## src/rtl/adcSeqPkg.sv

```systemverilog
`timescale 1ns/1ps
package adcSeqPkg;

  typedef enum logic [2:0] {
    SEQ_IDLE,
    SEQ_CONV,
    SEQ_WAIT,
    SEQ_READ,
    SEQ_PRESENT
  } seqState_t;

  // Strobes from the controller to the lane datapath
  typedef struct packed {
    logic shiftEn;   // take one payload bit from every lane
    logic loadOut;   // final bit: publish the assembled words
  } dpStrobe_t;

endpackage

```

## src/rtl/adcLaneShifter.sv

```systemverilog
`timescale 1ns/1ps
module adcLaneShifter #(
  parameter int SAMPLE_W = 16
) (
  input  logic                clk,
  input  logic                rstN,
  input  logic                shiftEn,
  input  logic                loadEn,
  input  logic                serialBit,
  output logic [SAMPLE_W-1:0] sampleOut
);

  logic [SAMPLE_W-1:0] shiftReg;
  logic [SAMPLE_W-1:0] shiftNext;

  assign shiftNext = {shiftReg[SAMPLE_W-2:0], serialBit};

  always_ff @(posedge clk) begin
    if (!rstN) begin
      shiftReg <= '0;
    end else if (shiftEn) begin
      shiftReg <= shiftNext;
    end
  end

  always_ff @(posedge clk) begin
    if (!rstN) begin
      sampleOut <= '0;
    end else if (loadEn) begin
      sampleOut <= shiftNext;
    end
  end


  hold_between_loads_chk: assert property (@(posedge clk) disable iff (!rstN)
    !loadEn |=> $stable(sampleOut));


  last_bit_lsb_chk: assert property (@(posedge clk) disable iff (!rstN)
    loadEn |=> sampleOut[0] == $past(serialBit));

endmodule

```

## src/rtl/adcSeqDatapath.sv

```systemverilog
`timescale 1ns/1ps
module adcSeqDatapath
  import adcSeqPkg::*;
#(
  parameter int NUM_LANES = 12,
  parameter int SAMPLE_W  = 16
) (
  input  logic                          clk,
  input  logic                          rstN,
  input  dpStrobe_t                     strobe,
  input  logic [NUM_LANES-1:0]          sdLanes,
  output logic [NUM_LANES*SAMPLE_W-1:0] samples
);

  for (genvar lane = 0; lane < NUM_LANES; lane++) begin : g_lane
    logic [SAMPLE_W-1:0] laneWord;

    adcLaneShifter #(
      .SAMPLE_W(SAMPLE_W)
    ) i_shift (
      .clk       (clk),
      .rstN      (rstN),
      .shiftEn   (strobe.shiftEn),
      .loadEn    (strobe.loadOut),
      .serialBit (sdLanes[lane]),
      .sampleOut (laneWord)
    );

    assign samples[lane*SAMPLE_W +: SAMPLE_W] = laneWord;
  end

endmodule

```

## src/rtl/adcSeqControl.sv

```systemverilog
`timescale 1ns/1ps
module adcSeqControl
  import adcSeqPkg::*;
#(
  parameter int PULSE_W    = 2,
  parameter int SAMPLE_W   = 16,
  parameter int ALIGN_BITS = 2,
  parameter int PERIOD_W   = 16,
  parameter int WAIT_W     = 8
) (
  input  logic                clk,
  input  logic                rstN,
  input  logic                trigIn,
  input  logic                syncIn,
  input  logic [PERIOD_W-1:0] periodCfg,
  input  logic [WAIT_W-1:0]   waitCfg,
  output logic                convStart,
  output logic                sclkEn,
  output logic                sampleValid,
  output dpStrobe_t           strobe
);

  localparam int BURST_LEN = SAMPLE_W + ALIGN_BITS;
  localparam int BURST_CW  = $clog2(BURST_LEN + 1);
  localparam int PULSE_CW  = $clog2(PULSE_W + 1);
  localparam int CNT_A     = (BURST_CW > PULSE_CW) ? BURST_CW : PULSE_CW;
  localparam int CNT_W     = (CNT_A > WAIT_W) ? CNT_A : WAIT_W;
  localparam int PCW       = PERIOD_W + 1;
  localparam int MON_W     = CNT_A + 2;

  seqState_t           state, stateNext;
  logic [CNT_W-1:0]    stepCnt, stepNext;
  logic [PERIOD_W-1:0] periodCnt;
  logic                armed;
  logic                periodHit;
  logic                startReq;
  logic                startGo;

  // Period expires when the cycles since the last start reach periodCfg - 1
  assign periodHit = ({1'b0, periodCnt} + PCW'(1)) >= {1'b0, periodCfg};
  assign startReq  = (state == SEQ_IDLE) && (trigIn || (armed && periodHit));
  assign startGo   = startReq && !syncIn;

  always_comb begin
    stateNext = state;
    stepNext  = stepCnt;
    unique case (state)
      SEQ_IDLE: begin
        if (startReq) begin
          stateNext = SEQ_CONV;
          stepNext  = CNT_W'(PULSE_W - 1);
        end
      end
      SEQ_CONV: begin
        if (stepCnt == '0) begin
          if (waitCfg == '0) begin
            stateNext = SEQ_READ;
            stepNext  = CNT_W'(BURST_LEN - 1);
          end else begin
            stateNext = SEQ_WAIT;
            stepNext  = CNT_W'(waitCfg - 1'b1);
          end
        end else begin
          stepNext = stepCnt - 1'b1;
        end
      end
      SEQ_WAIT: begin
        if (stepCnt == '0) begin
          stateNext = SEQ_READ;
          stepNext  = CNT_W'(BURST_LEN - 1);
        end else begin
          stepNext = stepCnt - 1'b1;
        end
      end
      SEQ_READ: begin
        if (stepCnt == '0) begin
          stateNext = SEQ_PRESENT;
        end else begin
          stepNext = stepCnt - 1'b1;
        end
      end
      SEQ_PRESENT: stateNext = SEQ_IDLE;
      default:     stateNext = SEQ_IDLE;
    endcase
    if (syncIn) begin
      stateNext = SEQ_IDLE;
      stepNext  = '0;
    end
  end

  always_ff @(posedge clk) begin
    if (!rstN) begin
      state   <= SEQ_IDLE;
      stepCnt <= '0;
    end else begin
      state   <= stateNext;
      stepCnt <= stepNext;
    end
  end

  always_ff @(posedge clk) begin
    if (!rstN) begin
      periodCnt <= '0;
      armed     <= 1'b0;
    end else begin
      armed <= armed | trigIn;
      if (syncIn || startGo) begin
        periodCnt <= '0;
      end else if (periodCnt != '1) begin
        periodCnt <= periodCnt + 1'b1;
      end
    end
  end

  assign convStart   = (state == SEQ_CONV);
  assign sclkEn      = (state == SEQ_READ);
  assign sampleValid = (state == SEQ_PRESENT);

  // The down-counter runs 17..0 in the burst; the alignment bits are the top two counts
  assign strobe.shiftEn = sclkEn && (stepCnt < CNT_W'(SAMPLE_W)) && !syncIn;
  assign strobe.loadOut = sclkEn && (stepCnt == '0) && !syncIn;

  // Run-length monitors kept apart from the sequencing counter
  logic [MON_W-1:0] convRun;
  logic [MON_W-1:0] burstRun;

  always_ff @(posedge clk) begin
    if (!rstN) begin
      convRun  <= '0;
      burstRun <= '0;
    end else begin
      convRun  <= convStart ? convRun + 1'b1 : '0;
      burstRun <= sclkEn ? burstRun + 1'b1 : '0;
    end
  end


  conv_width_max_chk: assert property (@(posedge clk) disable iff (!rstN)
    convStart |-> convRun < MON_W'(PULSE_W));


  conv_width_full_chk: assert property (@(posedge clk) disable iff (!rstN)
    ($fell(convStart) && !$past(syncIn)) |-> convRun == MON_W'(PULSE_W));


  burst_len_max_chk: assert property (@(posedge clk) disable iff (!rstN)
    sclkEn |-> burstRun < MON_W'(BURST_LEN));


  valid_after_full_burst_chk: assert property (@(posedge clk) disable iff (!rstN)
    sampleValid |-> burstRun == MON_W'(BURST_LEN));


  sync_to_idle_chk: assert property (@(posedge clk) disable iff (!rstN)
    syncIn |=> (state == SEQ_IDLE) && !sampleValid && !sclkEn);


  trig_starts_chk: assert property (@(posedge clk) disable iff (!rstN)
    (state == SEQ_IDLE && trigIn && !syncIn) |=> convStart);

endmodule

```

## src/rtl/adcCaptureSeq.sv

```systemverilog
`timescale 1ns/1ps
module adcCaptureSeq
  import adcSeqPkg::*;
#(
  parameter int NUM_LANES  = 12,
  parameter int SAMPLE_W   = 16,
  parameter int ALIGN_BITS = 2,
  parameter int PULSE_W    = 2,
  parameter int PERIOD_W   = 16,
  parameter int WAIT_W     = 8
) (
  input  logic                          clk,
  input  logic                          rstN,
  input  logic                          trigIn,
  input  logic                          syncIn,
  input  logic [PERIOD_W-1:0]           periodCfg,
  input  logic [WAIT_W-1:0]             waitCfg,
  input  logic [NUM_LANES-1:0]          sdLanes,
  output logic                          convStart,
  output logic                          sclkEn,
  output logic [NUM_LANES*SAMPLE_W-1:0] samples,
  output logic                          sampleValid
);

  dpStrobe_t strobe;

  adcSeqControl #(
    .PULSE_W    (PULSE_W),
    .SAMPLE_W   (SAMPLE_W),
    .ALIGN_BITS (ALIGN_BITS),
    .PERIOD_W   (PERIOD_W),
    .WAIT_W     (WAIT_W)
  ) i_ctrl (
    .clk         (clk),
    .rstN        (rstN),
    .trigIn      (trigIn),
    .syncIn      (syncIn),
    .periodCfg   (periodCfg),
    .waitCfg     (waitCfg),
    .convStart   (convStart),
    .sclkEn      (sclkEn),
    .sampleValid (sampleValid),
    .strobe      (strobe)
  );

  adcSeqDatapath #(
    .NUM_LANES (NUM_LANES),
    .SAMPLE_W  (SAMPLE_W)
  ) i_data (
    .clk     (clk),
    .rstN    (rstN),
    .strobe  (strobe),
    .sdLanes (sdLanes),
    .samples (samples)
  );

endmodule

```

## config.mk

```make
export PLATFORM = sky130hd
export DESIGN_NAME = adcCaptureSeq
export DESIGN_NICKNAME = d
export VERILOG_FILES = /design/src/rtl/adcSeqPkg.sv /design/src/rtl/adcLaneShifter.sv /design/src/rtl/adcSeqDatapath.sv /design/src/rtl/adcSeqControl.sv /design/src/rtl/adcCaptureSeq.sv
export SDC_FILE = /design/constraint.sdc
export NUM_CORES = 1
export LEC_CHECK = 0
export BUFFER_PORTS_ARGS = -buffer_cell sky130_fd_sc_hd__buf_2
export CAP_MARGIN = 20
export CORE_ASPECT_RATIO = 0.6
export CORE_MARGIN = 2
export CORE_UTILIZATION = 40
export CTS_CLUSTER_SIZE = 10
export DETAILED_ROUTE_END_ITERATION = 10
export REMOVE_ABC_BUFFERS = 1
export SLEW_MARGIN = 20
export SYNTH_ARGS = -nofsm -noshare
export SYNTH_HDL_FRONTEND = slang
export SYNTH_SLANG_ARGS = --single-unit
export TNS_END_PERCENT = 10
```

## constraint.sdc

```tcl
create_clock -name clk -period 3.8 [get_ports clk]
set_input_delay 0.57 -clock clk [delete_from_list [all_inputs] [get_ports clk]]
set_output_delay 0.57 -clock clk [all_outputs]
set_load 0.01 [all_outputs]
```

### Word-level counts from Yosys, hierarchy flattened

Cells that the tools add are included.

| cells by class | value |
|---|---|
| muxes and demuxes | 12 |
| $add $sub $neg | 4 |
| bitwise operators | 2 |
| reduce and logical (&&, ||, !) cells | 18 |
| equality and inequality tests | 10 |
| magnitude comparators | 2 |

Operators by type and width:

| operator | count |
|---|---|
| 8-bit 2-to-1 mux | 5 |
| 8-bit one-hot mux with 4 select lines | 1 |
| 16-bit by 1-bit adder with 17-bit output (second input constant) | 1 |
| 17-bit by 16-bit >= comparator with 1-bit output | 1 |
| 16-bit by 1-bit adder with 16-bit output (second input constant) | 1 |
| 8-bit logical NOT | 2 |
| 16-bit != test (second input constant) | 1 |
| 8-bit by 1-bit subtractor with 8-bit output (second input constant) | 2 |
| 3-bit 2-to-1 mux | 4 |
| 3-bit one-hot mux with 4 select lines | 1 |
| 8-bit by 5-bit < comparator with 1-bit output (second input constant) | 1 |
| 1-bit logical AND | 7 |
| 3-bit by 2-bit equality test with 1-bit output (second input constant) | 2 |
| 2-bit by 1-bit != test with 1-bit output (second input constant) | 3 |
| 2-bit != test (second input constant) | 2 |
| 4-bit AND reduction | 1 |
| 4-bit nonzero test | 1 |
| 2-bit OR reduction | 2 |
| 3-bit by 1-bit equality test with 1-bit output (second input constant) | 1 |
| 3-bit equality test (second input constant) | 1 |
| 3-bit logical NOT | 1 |
| 3-bit AND reduction | 1 |
| 1-bit logical OR | 2 |
| 1-bit logical NOT | 1 |
| 3 further kinds | 3 |

| word-level totals | value |
|---|---|
| input bits | 40 |
| register bits | 400 |
| word-level logic and storage cells | 76 |

### Logic depth before layout (Yosys ltp)

Gate-level depths: netlist (run 1).

| depth | value |
|---|---|
| word-level depth | 8 |
| depth in mapped cells | 13 |
| depth with buffers taken out | 12 |

### Cells and area by module

Synthesis (run 1) repeated with hierarchy kept, for this count alone.

| unflattened totals | value |
|---|---|
| cell total of the unflattened synthesis | 1474 |
| area, all modules | 16488.3 sq um |

Modules (own cells, without submodules):

| module | cells an instance | times used | area an instance (sq um) | seq. area each (sq um) |
|---|---|---|---|---|
| adcLaneShifter | 100 | 12 | 1198.6 | 620.6 |
| adcSeqControl | 274 | 1 | 2104.5 | 560.5 |

### Least setup slack after synthesis (run 1)

No wires, ideal clock.

| path | value |
|---|---|
| path type | reg2reg |
| start point | register i_ctrl.periodCnt[0] |
| end point | register i_ctrl.periodCnt[10] |
| library setup time | 0.078 ns |
| arrival | 2.742 ns |
| stages on the path, launching flop included | 14 |
| period minus slack after synthesis | 2.820 ns |
| path slack | 0.980 ns |
| buffers on the path | 1 |
| cell sequence | dfxtp_1 ha_1 nand3_1 nor3_4 nand3_1 xnor2_1 ha_1 a21o_1 a211o_1 a31oi_1 nor2b_2 a31oi_4 buf_6 nor3_1 |

| between the ends | value |
|---|---|
| longest elaborated chain between the ends | 8 |
| elaborated cells between the ends (all ways) | 10 |
| those cells by class | 2 x add/sub; 1 x order compare; 1 x eq/ne; 6 x reduce/logical |

RTL lines:

| item | line | source |
|---|---|---|
| from (decl) | adcSeqControl.sv:33 | `logic [PERIOD_W-1:0] periodCnt;` |
| from (signal assigned) | adcSeqControl.sv:110 | `periodCnt <= periodCnt + 1'b1;` |
| 16-bit by 1-bit adder with 17-bit output | adcSeqControl.sv:40 | `assign periodHit = ({1'b0, periodCnt} + PCW'(1)) >= {1'b0, periodCfg};` |
| 17-bit by 16-bit >= comparator with 1-bit output | adcSeqControl.sv:40 |  |
| 1-bit logical AND | adcSeqControl.sv:41 | `assign startReq = (state == SEQ_IDLE) && (trigIn \|\| (armed && periodHit));` |
| 1-bit logical OR | adcSeqControl.sv:41 |  |
| 1-bit logical AND | adcSeqControl.sv:41 |  |
| 1-bit logical AND | adcSeqControl.sv:42 | `assign startGo = startReq && !syncIn;` |
| 1-bit logical OR | adcSeqControl.sv:107 | `if (syncIn \|\| startGo) begin` |
| 2-bit OR reduction (no line) | -- |  |

Several ways; a longest one is shown, not always the timed one.
A chain may end at the register's enable or synchronous reset.

### Worst setup path after layout (run 1)

| path | value |
|---|---|
| start point | register i_ctrl.periodCnt[0] |
| end point | register i_ctrl.periodCnt[5] |

The elaborated chain is that of the path after synthesis.

==> results.tsv, run 1 <==
metric	value	unit
outcome	complete, no violations	
period_share	91.38	%
ant_nets	0	
tritoncts_clock_tree	built	
timing.final.max_slew_violations	0	
antenna_cells_inserted	0	
synth_xor_area_share	1.501	%
number_of_antenna_violations_at_the_first_check_in_global_routing	0	
nFillCells	3893	
design_area	18450	sq um
clk_pin_slew_worst_paths	0.06	ns
cellPowerDensity	450.8	nW/um^2
drv_cap	0	
wl_per_cell	14.49	microns
drc_errors	0	
timing.critical_path.cells	ha_1 -> nand3_1 -> nor3_4 -> nand3_1 -> xnor2_1 -> ha_1 -> nand3_1 -> nor3_1 -> a31oi_1 -> nor2b_2 -> a31oi_4 -> nor3_1	
worst_clock_skew	0.01041	ns
wl_met3	2052	microns
avgViaCountPerCell	4.830	
grt_pass1_wl	60170	microns
synth_area_leader_cell	sky130_fd_sc_hd__dfxtp_1	
grt_max_degree	242	
max_stage_delay	0.46	ns
route.layer.met1.wl	18820	microns
place_inst	2524	
setup.worst_path.start	i_ctrl.periodCnt[0]	
timing.hold.worst.class	in -> reg	
combinational_family_with_the_most_area_after_synthesis	simple AND/OR/NAND/NOR gates	
synth_enable_flop_cells	0	
vias_after_detailed_routing	12448	
ys_dominant_reg_cell	sky130_fd_sc_hd__dfxtp_1	
drt_pre_antenna_iters	5	
gr-total-overflow	0	
static-leakage-power	0.006979	uW
synth_fa_ha_area_share	1.588	%
peakVddDrop	0.2820	mV
core_area	38960	sq um
io_pins	235	
cts-root-buf	sky130_fd_sc_hd__clkbuf_16	
synth_warnings	0	
clkLatencyLatePin	0.54	ns
h_tree_lvls	2	
worst-slew-pin-transition	0.9209	ns
final_setup_violating_endpoints	0	
synth_compound_gate_area_share	19.29	%
critical_path_class	reg -> reg	
critical_path.most_common_cell	sky130_fd_sc_hd__nand3_1	
async_set_or_reset_flop_fraction_in_the_synthesized_netlist	0	%
synth_cell_type_count	51	
cell_with_the_most_instances_after_synthesis	sky130_fd_sc_hd__nand2_1	
layout.area.seq	8008	sq um
worstPathBufferInverterCount	0	
highest_metal_layer_with_signal_wires	met4	
part_of_the_yosys_area_used_for_sequential_elements	50.81	%
die_area	41050	sq um
period_minus_slack	3.472	ns
gr-usage-all-layers	17.79	%
number_of_buffers_inserted_by_hold_repair_at_cts	0	
cts-buffers-inserted	46	
synth.cell_area	15760	sq um
first_global_vias	11702	
cp.depth	12	
multi_input_area	7078	sq um
port-buffer-count	234	
synth.top_cells.by_count	sky130_fd_sc_hd__nand2_1, sky130_fd_sc_hd__dfxtp_1, sky130_fd_sc_hd__a21boi_1	
startpoint_type	register	
clock-sinks	400	
drt-initial-drc-count	748	
power	8316	uW
die_w	260.2	microns
met2_length	15930	microns
placed_area	17200	sq um
final_net_count	2110	
globalplace.congestion	0.8528	
synth_cells	1888	
floorplan.rows	56	
critPathMaxFanout	16	
rsz0062_at_grt	false	
synth_largest_type_area_fraction	50.81	%
finalHoldViolCount	0	
cp.arrival	3.85	ns
family_with_the_most_delay_on_the_worst_path	simple AND/OR/NAND/NOR gates	
start_of_the_worst_register_to_register_path	i_ctrl.periodCnt[0]	
cts.path.max_buffers	3	
floorplan.die.height	157.7	microns
critPathCapture	i_ctrl.periodCnt[5]	
syn_avg_cell_area	8.347	sq um
drt-total-wl	37330	microns
r2r_end	i_ctrl.periodCnt[5]	
worstPathRequired	4.18	ns
synth_simple_gate_area_share	21.71	%
relSlewSlack	38.61	%
ff2ff_path_depth	12	
final_layout_size_suffix_gt1_share	14.99	%
muxShareOfSynthArea	0.6352	%
reg2reg_slack	0.33	ns
area_growth	17.08	%
timing.critical_path.slowest_stage_cell	sky130_fd_sc_hd__a31oi_4	
synth.ff_latch_count	400	
initial_core_util	40.45	%
worst_setup_path_end_kind	register	
synth_top_cells_by_area	sky130_fd_sc_hd__dfxtp_1, sky130_fd_sc_hd__nand2_1, sky130_fd_sc_hd__a21boi_1	
detailed_place_hpwl	22410	microns
timing.fmax	288.0	MHz
finished_layout_cells	2577	
per-layer routing:
layer | vias up | global-route usage (%)
met5 | - | 0
met2 | 211 | 27.53
li1 | 6411 | -
met1 | 5778 | 25.05
met4 | 0 | 3.755
met3 | 48 | 4.419
stage by stage:
step	worst slack (ns)	hold WS (ns)	utilization, %	TNS (ns)
2_1_floorplan	-2.783	0.4310	-	-660.19
3_3_place_gp	0.4840	0.4382	44.15	0
3_5_place_dp	0.3449	0.4423	44.15	0
4_1_cts	0.3190	0.2502	47.36	0
5_1_grt	0.02145	0.2636	47.36	0
6_report	0.3275	0.2827	47.36	0
where the power goes:
group / total, uW / internal, uW / switching, uW / leakage (uW)
combinational: 235 / 108 / 127 / 0.00314
sequential: 4210 / 4200 / 5.93 / 0.00322
clock: 3880 / 2280 / 1590 / 0.000615
total: 8320 / 6590 / 1720 / 0.00698
worst min-delay path by stage:
stage | startpoint | endpoint | slack, ns | cells past startpoint
2_1_floorplan | i_data.g_lane[0].i_shift.shiftReg[14] | i_data.g_lane[0].i_shift.sampleOut[15] | 0.43 | 2
3_3_place_gp | i_data.g_lane[0].i_shift.sampleOut[0] | i_data.g_lane[0].i_shift.sampleOut[0] | 0.44 | 2
3_5_place_dp | i_data.g_lane[4].i_shift.sampleOut[8] | i_data.g_lane[4].i_shift.sampleOut[8] | 0.44 | 2
4_1_cts | sdLanes[8] | i_data.g_lane[8].i_shift.sampleOut[0] | 0.25 | 3
5_1_grt | sdLanes[6] | i_data.g_lane[6].i_shift.sampleOut[0] | 0.26 | 3
6_report | sdLanes[5] | i_data.g_lane[5].i_shift.sampleOut[0] | 0.28 | 3
sequential cells by signal, summed over array words and instances, names as in the netlist:
name                             cells
i_ctrl.periodCnt                    16
i_ctrl.stepCnt                       8
i_data.g_lane.i_shift.shiftReg     180
i_data.g_lane.i_shift.sampleOut    192
i_ctrl.armed                         1
i_ctrl.state                         3
placed cells by master (no fill, tap or decap), types with 2 or more instances in the layout:
cell type	Yosys	final
sky130_fd_sc_hd__o22ai_1	6	6
sky130_fd_sc_hd__a21boi_1	200	200
sky130_fd_sc_hd__clkbuf_16	0	47
sky130_fd_sc_hd__nand3_1	11	10
sky130_fd_sc_hd__buf_12	0	8
sky130_fd_sc_hd__nor3_1	28	28
sky130_fd_sc_hd__a211o_1	2	2
sky130_fd_sc_hd__buf_4	11	3
sky130_fd_sc_hd__xor2_1	10	10
sky130_fd_sc_hd__clkbuf_1	65	2
sky130_fd_sc_hd__mux2i_1	10	10
sky130_fd_sc_hd__clkbuf_8	0	2
sky130_fd_sc_hd__a211oi_1	2	2
sky130_fd_sc_hd__nor2b_1	2	2
sky130_fd_sc_hd__nor2_1	27	27
sky130_fd_sc_hd__nand4_1	4	4
sky130_fd_sc_hd__ha_1	20	20
sky130_fd_sc_hd__a21oi_1	4	4
sky130_fd_sc_hd__and3_1	6	5
sky130_fd_sc_hd__buf_2	47	233
sky130_fd_sc_hd__o21ai_0	4	4
sky130_fd_sc_hd__inv_1	26	26
sky130_fd_sc_hd__a31oi_1	3	3
sky130_fd_sc_hd__a21boi_0	172	172
sky130_fd_sc_hd__nor3_4	1	2
sky130_fd_sc_hd__nand2_1	776	775
sky130_fd_sc_hd__nand2b_1	3	3
sky130_fd_sc_hd__dfxtp_1	400	400
sky130_fd_sc_hd__xnor2_1	17	17
cells by family (layout without fill, tap and decap cells):
group                      Yosys count  after routing
and+or+nand+nor                    869            869
AOI/OAI and AO/OA                  405            405
DFF                                400            400
buffers and inverters              157            324
xor gates and xnor gates            27             27
adders and majority gates           20             20
muxes                               10             10
worst reg2reg max path, stage by stage (launching register included):
cell                      delay, ns
sky130_fd_sc_hd__dfxtp_1       0.42
sky130_fd_sc_hd__ha_1          0.23
sky130_fd_sc_hd__nand3_1       0.25
sky130_fd_sc_hd__nor3_4        0.33
sky130_fd_sc_hd__nand3_1       0.14
sky130_fd_sc_hd__xnor2_1       0.17
sky130_fd_sc_hd__ha_1          0.31
sky130_fd_sc_hd__nand3_1       0.09
sky130_fd_sc_hd__nor3_1        0.41
sky130_fd_sc_hd__a31oi_1       0.20
sky130_fd_sc_hd__nor2b_2       0.20
sky130_fd_sc_hd__a31oi_4       0.46
sky130_fd_sc_hd__nor3_1        0.12
repair_timing:
action / CTS / global route
buffers inserted: 0 / 0
resized for setup: 0 / 0
setup endpoints to repair: 0 / 4
area by class of cell:
| cell class | instances | area share [%] |
|---|---|---|
| multi-input combinational | 1331 | 38.36 |
| tap | 522 | 3.540 |
| inverter | 26 | 0.5290 |
| timing repair buffer | 245 | 7.392 |
| clock buffer | 51 | 6.564 |
| clock inverter | 2 | 0.2102 |
| sequential | 400 | 43.40 |
(Power assumes the default switching activity.)
==> inputs of run 2 (changes only) <==
Settings changed: CTS_BUF_LIST set to sky130_fd_sc_hd__clkbuf_8 sky130_fd_sc_hd__clkbuf_16.
==> results.tsv, run 2 (synthesized netlist as in run 1, its figures left out) <==
metric	value	unit
outcome	complete, no violations	
final_layout_size_suffix_gt1_share	14.99	%
timing.critical_path.cells	ha_1 -> nand3_1 -> nor3_4 -> nand3_1 -> xnor2_1 -> ha_1 -> nand3_1 -> nor3_1 -> a31oi_1 -> nor2b_2 -> a31oi_4 -> nor3_1	
wl_per_cell	14.48	microns
grt_pass1_wl	60170	microns
startpoint_type	register	
final_setup_violating_endpoints	0	
cts.path.max_buffers	3	
floorplan.rows	56	
cts-buffers-inserted	46	
globalplace.congestion	0.8528	
rsz0062_at_grt	false	
layout.cells.most_common	sky130_fd_sc_hd__nand2_1	
first_global_vias	11702	
floorplan.die.height	157.7	microns
vias_after_detailed_routing	12449	
post-cts-setup-buffer-count	0	
clkLatencyLatePin	0.54	ns
number_of_buffers_inserted_by_hold_repair_at_cts	0	
layout_top_registers	i_data.g_lane.i_shift.sampleOut (192), i_data.g_lane.i_shift.shiftReg (180), i_ctrl.periodCnt (16)	
initial_core_util	40.45	%
seq_power_share	50.6	%
drt-total-wl	37320	microns
swShare	20.73	%
registers.top_by_ff_count	i_data.g_lane.i_shift.sampleOut	
number_of_antenna_violations_at_the_first_check_in_global_routing	0	
die_w	260.2	microns
timing.fmax	287.9	MHz
gr-total-overflow	0	
timing.hold.worst.class	in -> reg	
drt-initial-drc-count	748	
timing.final.max_slew_violations	0	
clock-sinks	400	
critical_path.most_common_cell	sky130_fd_sc_hd__nand3_1	
relSlewSlack	38.52	%
tns	0	ns
period_minus_slack	3.474	ns
h_tree_lvls	2	
max_stage_delay	0.46	ns
worst_setup_path_end_kind	register	
final_cell_mix	sky130_fd_sc_hd__nand2_1, sky130_fd_sc_hd__dfxtp_1, sky130_fd_sc_hd__buf_2, sky130_fd_sc_hd__a21boi_1, sky130_fd_sc_hd__a21boi_0	
final_core_util	47.36	%
timing.critical_path.slowest_stage_cell	sky130_fd_sc_hd__a31oi_4	
avgViaCountPerCell	4.831	
core_area	38960	sq um
finalHoldViolCount	0	
die_area	41050	sq um
gr-usage-all-layers	17.79	%
clk_pin_slew_worst_paths	0.06	ns
final_net_count	2110	
drc_errors	0	
detailed_place_hpwl	22410	microns
peakVddDrop	0.2820	mV
grt_max_degree	242	
static-leakage-power	0.006988	uW
port-buffer-count	234	
tritoncts_clock_tree	built	
period_share	91.42	%
critical_path_class	reg -> reg	
worst_clock_skew	0.01070	ns
drt_pre_antenna_iters	5	
cp.arrival	3.85	ns
critPathMaxFanout	16	
internal_power	6587	uW
antenna_cells_inserted	0	
worst-slew-pin-transition	0.9223	ns
comb_power_share	2.8	%
cts-root-buf	sky130_fd_sc_hd__clkbuf_16	
worst_hold_slack	0.2824	ns
ant_nets	0	
largest_register_ff_count	192	
clkPwrFrac	46.6	%
worstPathRequired	4.18	ns
io_pins	235	
area_growth	17.08	%
cts_resized	0	
drv_cap	0	
netSwitchingPower	1723	uW
cellPowerDensity	450.4	nW/um^2
## run 2: final cells by class
class | count | area (sq um)
fill | 3893 | 20510
sequential | 400 | 8008
multi-input combinational | 1331 | 7078
timing repair buffer | 245 | 1364
clock buffer | 49 | 1204
tap | 522 | 653.1
inverter | 26 | 97.59
clock inverter | 4 | 46.29
## run 2: stage by stage
| step | total power (uW) | cell area, sq um | cells | worst slack [ns] |
|---|---|---|---|---|
| finish | 8310 | 18450 | 2577 | 0.3260 |
| global route | 8638 | 18450 | 2577 | 0.02145 |
| CTS | 8447 | 18450 | 2577 | 0.3190 |
| detailed placement | 4531 | 17200 | 2524 | 0.3449 |
| global placement | 4530 | 17200 | 2524 | 0.4840 |
| floorplan | 4421 | 15150 | 1757 | -2.783 |
## run 2: worst paths after layout
kind	startpoint	endpoint	slack [ns]	cells past startpoint
worst max-delay path	i_ctrl.periodCnt[0]	i_ctrl.periodCnt[11]	0.33	12
worst min-delay path	sdLanes[5]	i_data.g_lane[5].i_shift.sampleOut[0]	0.28	3
worst max register to register	i_ctrl.periodCnt[0]	i_ctrl.periodCnt[11]	0.33	12
worst min register to register	i_data.g_lane[0].i_shift.sampleOut[10]	i_data.g_lane[0].i_shift.sampleOut[10]	0.45	2
## run 2: critical path: cells and delay by family, from the launching register on
kind | cells | cell delay (ns)
DFF | 1 | 0.42
and+or+nand+nor | 7 | 1.53
xor gates and xnor gates | 1 | 0.17
adders and majority gates | 2 | 0.53
AOI/OAI and AO/OA | 2 | 0.66
## run 2: power groups by stage
stage,Clock [uW],Combinational [uW],Sequential (uW)
floorplan,0,126,4290
global placement,0,234,4300
detailed placement,0,235,4300
CTS,4010,236,4200
global route,4180,257,4200
finish,3870,235,4210
## run 2: layer usage
layer	wire length [microns]	track usage (%)	up-vias
met5	0	0	-
met4	519	3.755	0
met3	2025	4.419	47
met2	15940	27.53	202
met1	18840	25.05	5790
li1	-	-	6410
